--- src/rtl/tcc_pkg.sv ---
package tcc_pkg;
   // register addresses
   localparam int unsigned A_CH0_CTL = 0;
   localparam int unsigned A_CH0_VAL = 1;
   localparam int unsigned A_CH1_CTL = 2;
   localparam int unsigned A_CH1_VAL = 3;
   localparam int unsigned A_COUNT   = 4;

   // control register bit positions
   localparam int unsigned B_FLAG   = 7;
   localparam int unsigned B_IE     = 6;
   localparam int unsigned B_BUF    = 5;
   localparam int unsigned B_MODE   = 4;
   localparam int unsigned B_SEL_HI = 3;
   localparam int unsigned B_SEL_LO = 2;

   // edge/action select: capture edge in capture mode, pin action in compare mode
   typedef enum logic [1:0] {
      SEL_OFF      = 2'b00,
      SEL_RISE_TGL = 2'b01,
      SEL_FALL_CLR = 2'b10,
      SEL_BOTH_SET = 2'b11
   } sel_e;

   typedef struct packed {
      logic ie;
      logic mode_a;
      sel_e sel;
   } ctl_t;
endpackage

--- src/rtl/tcc_counter.sv ---
module tcc_counter #(
   parameter int W = 16
) (
   input  logic         clk,
   input  logic         rst_n,
   output logic [W-1:0] cnt,
   output logic         wrap
);
   always_ff @(posedge clk or negedge rst_n) begin
      if (!rst_n) cnt <= '0;
      else        cnt <= cnt + 1'b1;
   end

   // asserted during the clock whose edge rolls the count over to zero
   assign wrap = &cnt;
endmodule

--- src/rtl/tcc_edge_sync.sv ---
module tcc_edge_sync #(
   parameter int STAGES = 2
) (
   input  logic clk,
   input  logic rst_n,
   input  logic din,
   output logic rise,
   output logic fall
);
   logic [STAGES-1:0] shr;
   logic              last;

   always_ff @(posedge clk or negedge rst_n) begin
      if (!rst_n) begin
         shr  <= '0;
         last <= 1'b0;
      end else begin
         shr  <= {shr[STAGES-2:0], din};
         last <= shr[STAGES-1];
      end
   end

   assign rise = shr[STAGES-1] & ~last;
   assign fall = ~shr[STAGES-1] & last;
endmodule

--- src/rtl/tcc_channel.sv ---
module tcc_channel
   import tcc_pkg::*;
#(
   parameter int CNT_W       = 16,
   parameter bit HAS_BUF     = 1'b0,
   parameter int SYNC_STAGES = 2
) (
   input  logic             clk,
   input  logic             rst_n,
   input  logic [CNT_W-1:0] cnt,
   input  logic [CNT_W-1:0] cmp_val,
   input  logic [CNT_W-1:0] wdata,
   input  logic             dis,
   input  logic             wr_ctl,
   input  logic             rd_ctl,
   input  logic             wr_val,
   input  logic             pin_in,
   output logic [7:0]       ctl_rd,
   output logic [CNT_W-1:0] val,
   output logic             pin_out,
   output logic             pin_oe,
   output logic             irq,
   output logic             bufm,
   output logic             evt,
   output logic             flag
);
   ctl_t             ctl_q;
   logic             flag_q;
   logic             arm_q;
   logic             pin_q;
   logic [CNT_W-1:0] val_q;
   logic             rise;
   logic             fall;
   logic             on;
   logic             is_cmp;
   logic             is_cap;
   logic             cap_hit;
   logic             cmp_hit;
   logic             wr_c;
   logic             rd_c;
   logic             clr_req;

   tcc_edge_sync #(.STAGES(SYNC_STAGES)) u_sync (
      .clk  (clk),
      .rst_n(rst_n),
      .din  (pin_in),
      .rise (rise),
      .fall (fall)
   );

   // buffered-mode select exists only where the parameter asks for it
   generate
      if (HAS_BUF) begin : g_buf
         logic buf_q;
         always_ff @(posedge clk or negedge rst_n) begin
            if (!rst_n)    buf_q <= 1'b0;
            else if (wr_c) buf_q <= wdata[B_BUF];
         end
         assign bufm = buf_q;
      end else begin : g_nobuf
         assign bufm = 1'b0;
      end
   endgenerate

   assign wr_c    = wr_ctl & ~dis;
   assign rd_c    = rd_ctl & ~dis;
   assign on      = ~dis & (ctl_q.sel != SEL_OFF);
   assign is_cmp  = on & (ctl_q.mode_a | bufm);
   assign is_cap  = on & ~is_cmp;
   assign cap_hit = is_cap & ((ctl_q.sel[0] & rise) | (ctl_q.sel[1] & fall));
   assign cmp_hit = is_cmp & (cnt == cmp_val);
   assign evt     = cap_hit | cmp_hit;
   assign clr_req = wr_c & ~wdata[B_FLAG] & arm_q;

   // flag and arming latch: an event always dominates the clearing write
   always_ff @(posedge clk or negedge rst_n) begin
      if (!rst_n) begin
         flag_q <= 1'b0;
         arm_q  <= 1'b0;
      end else begin
         if (evt)          flag_q <= 1'b1;
         else if (clr_req) flag_q <= 1'b0;

         if (evt || wr_c)        arm_q <= 1'b0;
         else if (rd_c && flag_q) arm_q <= 1'b1;
      end
   end

   always_ff @(posedge clk or negedge rst_n) begin
      if (!rst_n) begin
         ctl_q <= '{ie: 1'b0, mode_a: 1'b0, sel: SEL_OFF};
      end else if (wr_c) begin
         ctl_q.ie     <= wdata[B_IE];
         ctl_q.mode_a <= wdata[B_MODE];
         ctl_q.sel    <= sel_e'(wdata[B_SEL_HI:B_SEL_LO]);
      end
   end

   // value register: a capture outranks a bus write in the same clock
   always_ff @(posedge clk or negedge rst_n) begin
      if (!rst_n)       val_q <= '0;
      else if (cap_hit) val_q <= cnt;
      else if (wr_val)  val_q <= wdata;
   end

   always_ff @(posedge clk or negedge rst_n) begin
      if (!rst_n) begin
         pin_q <= 1'b0;
      end else if (cmp_hit) begin
         unique case (ctl_q.sel)
            SEL_RISE_TGL: pin_q <= ~pin_q;
            SEL_FALL_CLR: pin_q <= 1'b0;
            SEL_BOTH_SET: pin_q <= 1'b1;
            default:      pin_q <= pin_q;
         endcase
      end
   end

   assign ctl_rd  = dis ? 8'h00
                        : {flag_q, ctl_q.ie, bufm, ctl_q.mode_a, ctl_q.sel, 2'b00};
   assign val     = val_q;
   assign pin_out = pin_q;
   assign pin_oe  = is_cmp;
   assign irq     = flag_q & ctl_q.ie & ~dis;
   assign flag    = flag_q;
endmodule

--- src/rtl/tcc_unit.sv ---
module tcc_unit
   import tcc_pkg::*;
#(
   parameter int CNT_W       = 16,
   parameter int ADDR_W      = 3,
   parameter int SYNC_STAGES = 2
) (
   input  logic              clk,
   input  logic              rst_n,
   input  logic [ADDR_W-1:0] bus_addr,
   input  logic              bus_rd,
   input  logic              bus_wr,
   input  logic [CNT_W-1:0]  bus_wdata,
   output logic [CNT_W-1:0]  bus_rdata,
   input  logic [1:0]        pin_in,
   output logic [1:0]        pin_out,
   output logic [1:0]        pin_oe,
   output logic [1:0]        irq
);
   localparam int NCH = 2;

   generate
      if (CNT_W < 8) begin : g_chk_w
         $error("tcc_unit: CNT_W must hold the 8-bit control register");
      end
      if (ADDR_W < 3) begin : g_chk_a
         $error("tcc_unit: ADDR_W must reach the counter address");
      end
      if (SYNC_STAGES < 2) begin : g_chk_s
         $error("tcc_unit: SYNC_STAGES must be at least 2");
      end
   endgenerate

   logic [CNT_W-1:0] cnt;
   logic             wrap;
   logic [NCH-1:0]   sel_ctl;
   logic [NCH-1:0]   sel_val;
   logic [NCH-1:0]   flag_v;
   logic [NCH-1:0]   evt_v;
   logic [NCH-1:0]   bufm_v;
   logic [CNT_W-1:0] val_a [NCH];
   logic [CNT_W-1:0] cmp_a [NCH];
   logic [7:0]       ctl_a [NCH];
   logic             buf_mode;
   logic             last_sel;
   logic [CNT_W-1:0] act_cmp;

   tcc_counter #(.W(CNT_W)) u_cnt (
      .clk  (clk),
      .rst_n(rst_n),
      .cnt  (cnt),
      .wrap (wrap)
   );

   // only channel 0 can hold the buffered bit; channel 1 ties it low
   assign buf_mode = |bufm_v;

   generate
      for (genvar g = 0; g < NCH; g++) begin : g_ch
         assign sel_ctl[g] = (bus_addr == ADDR_W'(2 * g));
         assign sel_val[g] = (bus_addr == ADDR_W'(2 * g + 1));

         if (g == 0) begin : g_cmp_buf
            assign cmp_a[g] = buf_mode ? act_cmp : val_a[g];
         end else begin : g_cmp_own
            assign cmp_a[g] = val_a[g];
         end

         tcc_channel #(
            .CNT_W      (CNT_W),
            .HAS_BUF    (g == 0),
            .SYNC_STAGES(SYNC_STAGES)
         ) u_ch (
            .clk    (clk),
            .rst_n  (rst_n),
            .cnt    (cnt),
            .cmp_val(cmp_a[g]),
            .wdata  (bus_wdata),
            .dis    ((g != 0) && buf_mode),
            .wr_ctl (bus_wr & sel_ctl[g]),
            .rd_ctl (bus_rd & sel_ctl[g]),
            .wr_val (bus_wr & sel_val[g]),
            .pin_in (pin_in[g]),
            .ctl_rd (ctl_a[g]),
            .val    (val_a[g]),
            .pin_out(pin_out[g]),
            .pin_oe (pin_oe[g]),
            .irq    (irq[g]),
            .bufm   (bufm_v[g]),
            .evt    (evt_v[g]),
            .flag   (flag_v[g])
         );
      end
   endgenerate

   // double buffer for channel 0: remember the newest write, load it on wrap
   always_ff @(posedge clk or negedge rst_n) begin
      if (!rst_n) begin
         last_sel <= 1'b0;
         act_cmp  <= '0;
      end else begin
         if (bus_wr && sel_val[0])      last_sel <= 1'b0;
         else if (bus_wr && sel_val[1]) last_sel <= 1'b1;
         if (wrap) act_cmp <= last_sel ? val_a[1] : val_a[0];
      end
   end

   always_comb begin
      bus_rdata = '0;
      if (bus_addr == ADDR_W'(A_COUNT)) bus_rdata = cnt;
      for (int k = 0; k < NCH; k++) begin
         if (sel_ctl[k]) bus_rdata = CNT_W'(ctl_a[k]);
         if (sel_val[k]) bus_rdata = val_a[k];
      end
   end
endmodule

--- config.mk ---
export PLATFORM = sky130hd
export DESIGN_NAME = tcc_unit
export DESIGN_NICKNAME = d
export VERILOG_FILES = /design/src/rtl/tcc_pkg.sv /design/src/rtl/tcc_counter.sv /design/src/rtl/tcc_edge_sync.sv /design/src/rtl/tcc_channel.sv /design/src/rtl/tcc_unit.sv
export SDC_FILE = /design/constraint.sdc
export NUM_CORES = 1
export LEC_CHECK = 0
export BUFFER_PORTS_ARGS = -buffer_cell sky130_fd_sc_hd__buf_2
export CAP_MARGIN = 20
export CELL_PAD_IN_SITES_DETAIL_PLACEMENT = 1
export CELL_PAD_IN_SITES_GLOBAL_PLACEMENT = 1
export CORE_UTILIZATION = 42
export CTS_CLUSTER_DIAMETER = 40
export CTS_CLUSTER_SIZE = 24
export DETAILED_ROUTE_END_ITERATION = 8
export GPL_TIMING_DRIVEN = 0
export PLACE_DENSITY_LB_ADDON = 0.1
export SETUP_SLACK_MARGIN = 0.3
export SLEW_MARGIN = 20
export SYNTH_ARGS = -nofsm -noshare
export SYNTH_HDL_FRONTEND = slang
export SYNTH_SLANG_ARGS = --single-unit
--- constraint.sdc ---
create_clock -name clk -period 1.89 [get_ports clk]
set_clock_uncertainty 0.05 [all_clocks]
set_input_delay 0.378 -clock clk [delete_from_list [all_inputs] [get_ports clk]]
set_output_delay 0.378 -clock clk [all_outputs]
set_load 0.01 [all_outputs]
==> results.py, run 1 <==
metrics = {
    "outcome": {
        "status": "finished, violations left",
        "violations": "setup timing",
    },
    "final_layout": {
        "layout_common_cells": "86 x dfrtp_1, 80 x mux2i_1, 43 x buf_2",
        "drive_gt1_share_pct": 48.13,
        "final_common_cell": "dfrtp_1",
        "seq_area_sq_mm": 0.002152,
        "syn_to_final_growth_pct": 49.99,
        "antenna_cells": 0,
        "nets": 636,
        "multi_input_area_sq_mm": 0.003131,
        "nFillCells": 1134,
        "final_util_pct": 66.02,
    },
    "global_routing": {
        "gr-total-overflow": 0,
        "grt_max_degree": 63,
        "grt_pass1_wl_mm": 28.77,
        "antenna_found_initial": 0,
        "grtUsageTotal_pct": 33.62,
        "grt_pass1_vias": 4779,
    },
    "sta": {
        "tns_ps": -7378,
        "setup_viol": 34,
        "finalHoldViolCount": 0,
        "report.final.slew_viol_count": 0,
        "slew_headroom_pct": 70.55,
        "tightestPinTransition_ps": 441.7,
        "fin_ws_ps": -628.3,
        "layout_min_cycle_time_ps": 2518,
        "fmax_mhz": 397.1,
        "rsz0062_at_grt": "true",
        "min_period_over_period_pct": 133.2,
    },
    "cts": {
        "cts_tree": "built",
        "cts-htree-levels": 3,
        "cts.sink_count": 86,
        "cts-root-buf": "clkbuf_16",
        "clk_latency_ps": 360,
        "clockBufferDepth": 2,
        "cts_buffers": 9,
        "clk_pin_slew_ps": 70,
    },
    "setup_path": {
        "cp.arrival_ps": 2710,
        "crit_path_end_kind": "flop",
        "crit_type": "flop to flop",
        "required_ps": 2080,
        "cp-start-kind": "flop",
        "path_cells": "buf_6 -> buf_12 -> buf_4 -> mux2i_1 -> xor2_1 -> nand2_1 -> nor3_4 -> mux2_1",
        "slowest_delay_ps": 360,
        "reg2reg_from": "g_ch[0].u_ch.bufm",
        "startpoint": "g_ch[0].u_ch.bufm",
        "critical-path-slowest-cell": "nor3_4",
        "crit_fanout": 6,
    },
    "logic_synthesis": {
        "mappedNetlistNets": 527,
        "synth_top_family_by_area": "multiplexers",
        "synthAdderAreaFrac_pct": 0.2566,
        "synth-simple-area-share_pct": 13.09,
        "synth_xor_area_share_pct": 8.263,
        "synth_seq_area_share_pct": 44.14,
        "muxShareOfSynthArea_pct": 19.14,
        "synth_cell_types": 39,
        "synth_warnings": 0,
        "synth-compound-area-share_pct": 9.469,
        "post_synth.cell_area_avg_sq_um": 9.732,
        "ys_ff_latch": 86,
        "synth_cells": 501,
        "syn_area_sq_mm": 0.004876,
    },
    "worst_hold_path": {
        "hold_class": "input port to flop",
        "hp-start": "pin_in[0]",
    },
    "placement": {
        "hpwl_mm": 11.03,
        "portBuffers": 45,
        "place_worst_setup_slack_ps": -621.6,
        "gp_congestion": 0.7998,
    },
    "routing": {
        "route.detailed.drc": 0,
        "wire_per_inst_um": 28.68,
        "drt_wl_total_mm": 21.65,
        "detail-route-antenna-nets": 0,
        "dr.pass1.iters": 4,
        "num_vias": 4661,
        "via_per_inst": 6.174,
        "drt_iter0_drc": 412,
    },
    "pwr": {
        "switchingPower_uw": 2577,
        "swShare_pct": 35.42,
        "p_leak_uw": 0.003574,
        "comb_power_share_pct": 31.6,
        "powerDensity_mw_per_mm2": 994.9,
        "internal-power_uw": 4699,
        "pwr-share-seq_pct": 36.8,
        "power_uw": 7276,
        "clkPwrFrac_pct": 31.6,
        "ir_worst_vdd_v": 0.0006684,
    },
    "floorplan": {
        "die_w_um": 109.7,
        "core_area_sq_mm": 0.01108,
        "dieArea_sq_mm": 0.01204,
        "io_pins": 47,
        "die_h_um": 109.7,
        "num_rows": 38,
        "initial_core_util_pct": 44.01,
    },
    "run": {
        "cap_violations": 0,
    },
}
-- registers in the layout (all words and copies together), names as in the netlist --
register and flops:
u_cnt.cnt 16, g_ch.u_ch.u_sync.last 2, g_ch.u_ch.pin_out 2, g_ch.u_ch.flag 2, g_ch.u_ch.ctl_q 8, act_cmp 16
g_ch.u_ch.bufm 1, g_ch.u_ch.arm_q 2, last_sel 1, g_ch.u_ch.u_sync.shr 4, g_ch.u_ch.val 32
-- metal layers --
layer | vias up | share of wire, % | track usage, %
li1 | 1949 | - | -
met1 | 2446 | 41 | 45.15
met2 | 207 | 49 | 54.94
met3 | 59 | 6.5 | 4.327
met4 | 0 | 3.6 | 13.33
met5 | - | 0 | 0
-- critical path: cells and delay by family, from the launching register on --
family        cells  cell delay [ps]
mux               2              650
simple gates      2              580
buf+inv           3              430
flops             1              350
xor+xnor          1              340
-- cell type report --
class	count	area share, %
plain buffers	49	7.870
clock buffers	10	3.268
clock inverters	6	1.814
inverters	5	0.2566
multi-input cells	361	42.81
flip-flops and latches	86	29.43
well taps	140	2.395
repair buffers	98	12.16
-- metrics by stage --
| step | area, sq um | std cells | hold slack, ps |
|---|---|---|---|
| floorplan | 4975 | 501 | 32.41 |
| global placement | 5375 | 686 | 284.0 |
| detailed placement | 5414 | 687 | 210.4 |
| CTS | 6710 | 739 | 75.73 |
| global route | 7313 | 755 | 77.40 |
| finish | 7313 | 755 | 75.59 |
-- synth_stat cells --
| master | count | share of area, % |
|---|---|---|
| mux2i_1 | 82 | 17 |
| nor2_1 | 32 | 2.5 |
| buf_2 | 18 | 1.8 |
| o21ai_1 | 3 | 0.31 |
| mux2_2 | 9 | 2.1 |
| o22a_1 | 2 | 0.36 |
| nor2_2 | 1 | 0.13 |
| buf_4 | 7 | 1.1 |
| buf_12 | 1 | 0.41 |
| a2111oi_0 | 3 | 0.54 |
| mux2_1 | 1 | 0.23 |
| nand3_1 | 11 | 1.1 |
| a211o_1 | 2 | 0.36 |
| buf_1 | 4 | 0.31 |
| nor4_2 | 3 | 0.77 |
| nor3_1 | 5 | 0.51 |
| xnor2_1 | 33 | 5.9 |
| and2b_1 | 1 | 0.15 |
| ha_1 | 1 | 0.26 |
| dfrtp_1 | 86 | 44 |
| nand3b_1 | 1 | 0.15 |
| a22oi_1 | 2 | 0.31 |
| nand2_1 | 63 | 4.8 |
| nor4b_2 | 1 | 0.31 |
| inv_1 | 5 | 0.38 |
| and2_1 | 2 | 0.26 |
| nand4b_1 | 1 | 0.18 |
| nor3b_1 | 2 | 0.31 |
| a21oi_1 | 21 | 2.2 |
| and3_1 | 7 | 0.90 |
| clkbuf_1 | 18 | 1.4 |
| a31oi_1 | 4 | 0.51 |
| o21ai_0 | 48 | 4.9 |
| nand2b_1 | 1 | 0.13 |
| buf_6 | 1 | 0.23 |
| xor2_1 | 13 | 2.3 |
| nand4_1 | 3 | 0.38 |
| nor4_1 | 2 | 0.26 |
| nor3_2 | 1 | 0.21 |
-- logic make-up (layout without fill, tap and decap cells) --
logic type | count (synthesis) | in the layout
AND/OR/NAND/NOR | 137 | 137
multiplexers | 92 | 92
flip-flops | 86 | 86
AO/OA/AOI/OAI | 85 | 85
buffers and inverters | 54 | 168
XOR/XNOR | 46 | 46
adder cells (fa/ha/maj) | 1 | 1
-- power groups by stage --
stage	clock (uW)	combinational (uW)	sequential, uW
floorplan	0	1160	2480
global placement	0	1550	2610
detailed placement	0	1630	2640
CTS	2260	1910	2610
global route	2350	2430	2710
finish	2300	2300	2680
-- timing repair --
action / CTS / global route
hold buffers: 1 / 0
pin swaps: 29 / 27
gates resized for setup: 175 / 119
hold endpoints to repair: 24 / 0
setup endpoints to repair: 86 / 84
buffers inserted: 30 / 14
cloned: 5 / 2
-- final timing paths --
kind	endpoint	slack, ps	cells after the start
worst max-delay path	g_ch[0].u_ch.pin_out	-630	8
worst min-delay path	g_ch[0].u_ch.u_sync.shr[0]	80	1
worst max register to register	g_ch[0].u_ch.pin_out	-630	8
worst min register to register	g_ch[0].u_ch.u_sync.shr[1]	310	0
max in group asynchronous	act_cmp[3]	750	3
min in group asynchronous	g_ch[1].u_ch.arm_q	400	2
Note: power is estimated with default switching activity, not from simulation.
==> run 2: changes to the inputs <==
--- a/config.mk
+++ b/config.mk
@@ -11,3 +11,3 @@
 export CELL_PAD_IN_SITES_GLOBAL_PLACEMENT = 1
-export CORE_UTILIZATION = 42
+export CORE_UTILIZATION = 40
 export CTS_CLUSTER_DIAMETER = 40
--- a/constraint.sdc
+++ b/constraint.sdc
@@ -4,2 +4,2 @@
 set_output_delay 0.378 -clock clk [all_outputs]
-set_load 0.01 [all_outputs]
+set_load 0.05 [all_outputs]
==> run 2 against run 1 <==
  * Register-to-register slack worse by 30 ps
  * Die area is 4.9% higher
  * The run still ends with setup timing left
  * Non-clock buffer count rose by 10
  * Final area increased by 7.4%
  * Worst hold slack improved by 0.60 ps
  * Via count is 0.73% higher
==> results.py, run 2 (same netlist as run 1, synthesis figures left out) <==
metrics = {
    "setup_path": {
        "cp.arrival_ps": 2710,
        "crit_path_end_kind": "flop",
        "slowest_delay_ps": 370,
        "critPathTopFamily": "buffers and inverters",
        "crit_top_cell": "buf_4",
        "required_ps": 2050,
        "critical-path-slowest-cell": "dfrtp_1",
        "path_cells": "buf_6 -> buf_12 -> buf_4 -> buf_6 -> mux2i_2 -> xor2_1 -> nand4_1 -> nor3_4 -> buf_4 -> buf_4 -> nor4_1",
        "cp-start-kind": "flop",
        "crit_fanout": 4,
        "crit_type": "flop to flop",
        "cp.buffers_inverters": 6,
    },
    "sta": {
        "fin_ws_ps": -661.3,
        "setup_viol": 17,
        "tightestPinTransition_ps": 519.4,
        "slew_headroom_pct": 65.06,
        "min_period_over_period_pct": 135.0,
        "fmax_mhz": 392.0,
        "finalHoldViolCount": 0,
        "rsz0062_at_grt": "true",
        "report.final.slew_viol_count": 0,
        "layout_min_cycle_time_ps": 2551,
    },
    "final_layout": {
        "layout_common_cells": "86 x dfrtp_1, 74 x mux2i_1, 42 x buf_4",
        "nets": 646,
        "largest_register_ffs": 32,
        "antenna_cells": 0,
        "final_util_pct": 67.36,
        "design_area_sq_mm": 0.007856,
        "final_common_cell": "dfrtp_1",
        "fin_cells": 768,
        "nFillCells": 1137,
        "drive_gt1_share_pct": 55.36,
        "syn_to_final_growth_pct": 61.12,
    },
    "floorplan": {
        "num_rows": 39,
        "initial_core_util_pct": 41.81,
        "die_h_um": 112.4,
        "dieArea_sq_mm": 0.01263,
        "core_area_sq_mm": 0.01166,
        "io_pins": 47,
        "die_w_um": 112.4,
    },
    "placement": {
        "place_worst_setup_slack_ps": -706.0,
        "hpwl_mm": 11.11,
        "portBuffers": 45,
        "dp.cells": 690,
        "post_dp_cell_area_sq_mm": 0.005662,
        "gp_congestion": 0.8058,
    },
    "global_routing": {
        "grt_pass1_vias": 4706,
        "gr-total-overflow": 0,
        "antenna_found_initial": 0,
        "grt_max_degree": 45,
        "grtUsageTotal_pct": 31.21,
        "grt_pass1_wl_mm": 28.58,
    },
    "cts": {
        "cts_tree": "built",
        "clockBufferDepth": 2,
        "cts-htree-levels": 3,
        "clk_latency_ps": 360,
        "cts-root-buf": "clkbuf_16",
        "cts_buffers": 9,
        "cts.sink_count": 86,
        "clk_pin_slew_ps": 60,
    },
    "routing": {
        "via_per_inst": 6.113,
        "route.detailed.drc": 0,
        "wire_per_inst_um": 29.05,
        "drt_iter0_drc": 253,
        "num_vias": 4695,
        "detail-route-antenna-nets": 0,
        "dr.pass1.iters": 5,
        "drt_wl_total_mm": 22.31,
    },
    "pwr": {
        "p_leak_uw": 0.003703,
        "ir_worst_vdd_v": 0.0007016,
        "powerDensity_mw_per_mm2": 958.6,
        "power_uw": 7531,
    },
    "outcome": {
        "status": "finished, violations left",
        "violations": "setup timing",
    },
    "run": {
        "cap_violations": 0,
    },
    "worst_hold_path": {
        "hold_class": "input port to flop",
    },
}
run 2: layout make-up:
| cell class | count | area (sq um) | share of cell area [%] |
|---|---|---|---|
| timing repair buffer | 108 | 1139 | 14.49 |
| clock inverter | 6 | 61.31 | 0.7804 |
| buffer | 49 | 616.8 | 7.852 |
| inverter | 5 | 18.77 | 0.2389 |
| sequential | 86 | 2152 | 27.39 |
| multi-input combinational | 361 | 3451 | 43.92 |
| clock buffer | 10 | 239.0 | 3.042 |
| tap | 143 | 178.9 | 2.277 |
run 2: power by group:
part	switching [uW]	internal [uW]	total, uW
logic	1630	1320	2950
clock network	829	1060	1890
registers	513	2180	2700
total	2970	4560	7530
run 2: repair_timing:
| item | in CTS | in global routing |
|---|---|---|
| buffers inserted | 26 | 26 |
| endpoints found under the setup margin | 86 | 85 |
| pin swaps | 24 | 33 |
| endpoints found under the hold margin | 43 | 0 |
| hold buffers | 1 | 0 |
| gates cloned | 6 | 3 |
| gates resized for setup | 203 | 172 |
run 2: through the flow:
stage	hold WS [ps]	setup TNS, ps
global placement	282.2	-62820
finish	76.19	-6266
floorplan	32.41	-280.7
global route	79.49	-6984
CTS	75.54	-7761
detailed placement	283.8	-27000
run 2: path summary, 6_finish.rpt:
check	endpoint	startpoint	cells past startpoint	slack, ps
min reg2reg	g_ch[1].u_ch.u_sync.shr[1]	g_ch[1].u_ch.u_sync.shr[0]	0	320
max in group asynchronous	g_ch[1].u_ch.val[12]	rst_n	3	710
max	g_ch[0].u_ch.arm_q	g_ch[0].u_ch.bufm	11	-660
max reg2reg	g_ch[0].u_ch.arm_q	g_ch[0].u_ch.bufm	11	-660
min	g_ch[0].u_ch.u_sync.shr[0]	pin_in[0]	1	80
min in group asynchronous	g_ch[1].u_ch.pin_out	rst_n	2	490
run 2: layer usage:
| layer | track usage, % | vias up | wire length, um |
|---|---|---|---|
| met5 | 0 | - | 0 |
| met4 | 9.156 | 0 | 912 |
| met3 | 5.562 | 71 | 1216 |
| met2 | 52.30 | 212 | 10950 |
| met1 | 41.47 | 2441 | 9232 |
| li1 | - | 1971 | - |
==> run 3: changes to the inputs <==
CTS_BUF_LIST = sky130_fd_sc_hd__clkbuf_8   (was unset)
SYNTH_HIERARCHICAL = 1   (was unset)
clock period = 2.6 ns   (was 1.89 ns; I/O delays follow)
==> run 3 against run 2 <==
  * The run now ends clean
  * Area after synthesis rose by 4.5%
  * Global-route usage fell by 4.8 points
  * Sequential power fell by 31%
  * Final cell count fell by 1.6%
  * Critical path depth fell by 3
  * Non-clock buffer count fell by 60
  * Largest cell class unchanged
==> results.py, run 3 <==
metrics = {
    "final_layout": {
        "layout_common_cells": "84 x dfrtp_1, 66 x mux2i_1, 50 x nor2_1",
        "design_area_sq_mm": 0.006153,
        "nets": 609,
        "drive_gt1_share_pct": 27.55,
        "syn_to_final_growth_pct": 20.78,
        "nFillCells": 1404,
        "final_common_cell": "dfrtp_1",
        "largest_register_ffs": 32,
        "antenna_cells": 0,
    },
    "sta": {
        "setup_viol": 0,
        "report.final.slew_viol_count": 0,
        "fin_ws_ps": 63.86,
        "min_period_over_period_pct": 97.54,
        "layout_min_cycle_time_ps": 2536,
        "fmax_mhz": 394.3,
        "slew_headroom_pct": 55.00,
        "tightestPinTransition_ps": 671.4,
        "rsz0062_at_grt": "true",
        "finalHoldViolCount": 0,
        "tns_ps": 0,
    },
    "setup_path": {
        "reg2reg_from": "g_ch[0].u_ch/bufm",
        "crit_type": "flop to primary output",
        "cp-start-kind": "flop",
        "cp.arrival_ps": 1970,
        "required_ps": 2030,
        "crit_fanout": 7,
        "crit_path_end_kind": "primary output",
        "startpoint": "g_ch[0].u_ch/bufm",
    },
    "cts": {
        "cts.sink_count": 86,
        "clockBufferDepth": 2,
        "cts-htree-levels": 3,
        "clk_pin_slew_ps": 80,
        "clk_latency_ps": 390,
        "cts-root-buf": "clkbuf_8",
        "cts_buffers": 9,
        "cts_tree": "built",
    },
    "logic_synthesis": {
        "syn_area_sq_mm": 0.005095,
        "synth_warnings": 6,
        "synth_cells": 493,
        "post_synth.cell_area_avg_sq_um": 10.33,
    },
    "floorplan": {
        "io_pins": 47,
        "initial_core_util_pct": 41.72,
        "die_h_um": 114.9,
        "core_area_sq_mm": 0.01221,
        "dieArea_sq_mm": 0.01319,
        "die_w_um": 114.9,
        "num_rows": 40,
    },
    "routing": {
        "wire_per_inst_um": 21.32,
        "detail-route-antenna-nets": 0,
        "via_per_inst": 5.313,
        "drt_wl_total_mm": 16.12,
        "dr.pass1.iters": 4,
        "route.detailed.drc": 0,
        "drt_iter0_drc": 217,
        "num_vias": 4017,
    },
    "outcome": {
        "status": "finished, final reports clean",
    },
    "placement": {
        "portBuffers": 46,
        "post_dp_cell_area_sq_mm": 0.005624,
        "gp_congestion": 0.8160,
        "hpwl_mm": 11.40,
        "place_worst_setup_slack_ps": -263.9,
    },
    "global_routing": {
        "antenna_found_initial": 0,
        "grt_max_degree": 75,
        "grtUsageTotal_pct": 26.41,
        "gr-total-overflow": 0,
        "grt_pass1_vias": 4407,
        "grt_pass1_wl_mm": 25.23,
    },
    "pwr": {
        "powerDensity_mw_per_mm2": 688.7,
        "p_leak_uw": 0.002803,
        "ir_worst_vdd_v": 0.0003052,
    },
    "worst_hold_path": {
        "hold_class": "input port to flop",
        "hp-start": "pin_in[1]",
    },
    "run": {
        "cap_violations": 0,
    },
}
[run 3: cell count changes in the layout (fill, tap and decap cells not counted), sizes merged, moves of 8 or more]
cell,delta
buf,-53
nand2,-32
mux2,+23
o21ai,-23
nor2,+20
mux2i,-16
conb,+15
xnor2,-15
xor2,+15
a21oi,+13
nor2b,+13
a221o,+8
[run 3: worst paths after layout]
check                                             endpoint  slack [ps]  depth (start not counted)
worst max register to register        g_ch[0].u_ch/pin_out          90                          9
max in group asynchronous                     u_cnt/cnt[1]        1370                          3
min in group asynchronous                     u_cnt/cnt[0]         460                          2
worst min-delay path            g_ch[1].u_ch/u_sync/shr[0]         190                          1
worst min register to register  g_ch[0].u_ch/u_sync/shr[1]         300                          0
worst max-delay path                          bus_rdata[7]          60                          8
[run 3: final cells by class]
cell class / count / area [sq um] / share of cell area (%)
clock buffers: 11 / 151.4 / 2.460
plain buffers: 30 / 192.7 / 3.131
clock inverters: 5 / 50.05 / 0.8133
multi-input cells: 382 / 2865 / 46.56
flip-flops and latches: 86 / 2155 / 35.01
well taps: 168 / 210.2 / 3.416
inverters: 7 / 30.03 / 0.4880
repair buffers: 67 / 499.2 / 8.113
[run 3: critical path, stage by stage (launching register included)]
cell and delay (ps):
dfrtp_1 420, nor2_4 130, buf_12 160, clkinvlp_4 180, nor2b_2 170, mux2i_1 80, nor2_1 100, a221o_1 170
buf_6 170
[run 3: power by group]
part	switching (uW)	leakage, uW	internal, uW
clock	513	0.000108	489
combinational	747	0.00162	621
sequential	295	0.00108	1570
[run 3: stage by stage]
stage	power, uW	hold slack, ps	util, %	cells
floorplan	2728	174.4	-	505
global placement	3068	284.3	45.78	719
detailed placement	3130	286.3	46.06	720
CTS	4197	177.0	49.04	746
global route	4450	181.6	50.39	756
finish	4238	190.9	50.39	756
[run 3: layer usage]
metal / track usage, % / vias to the layer above / share of wire (%)
met1: 35.54 / 2049 / 47
li1: - / 1884 / -
met3: 4.375 / 23 / 2.9
met2: 42.81 / 61 / 48
met4: 9.870 / 0 / 2.1
met5: 0 / - / 0
[run 3: what timing repair did]
action / 4_1_cts / 5_1_grt
hold endpoints to repair: 12 / 0
setup buffers: 9 / 10
resized for setup: 29 / 23
hold buffers: 1 / 0
pin swaps: 3 / 7
endpoints found under the setup margin: 53 / 50
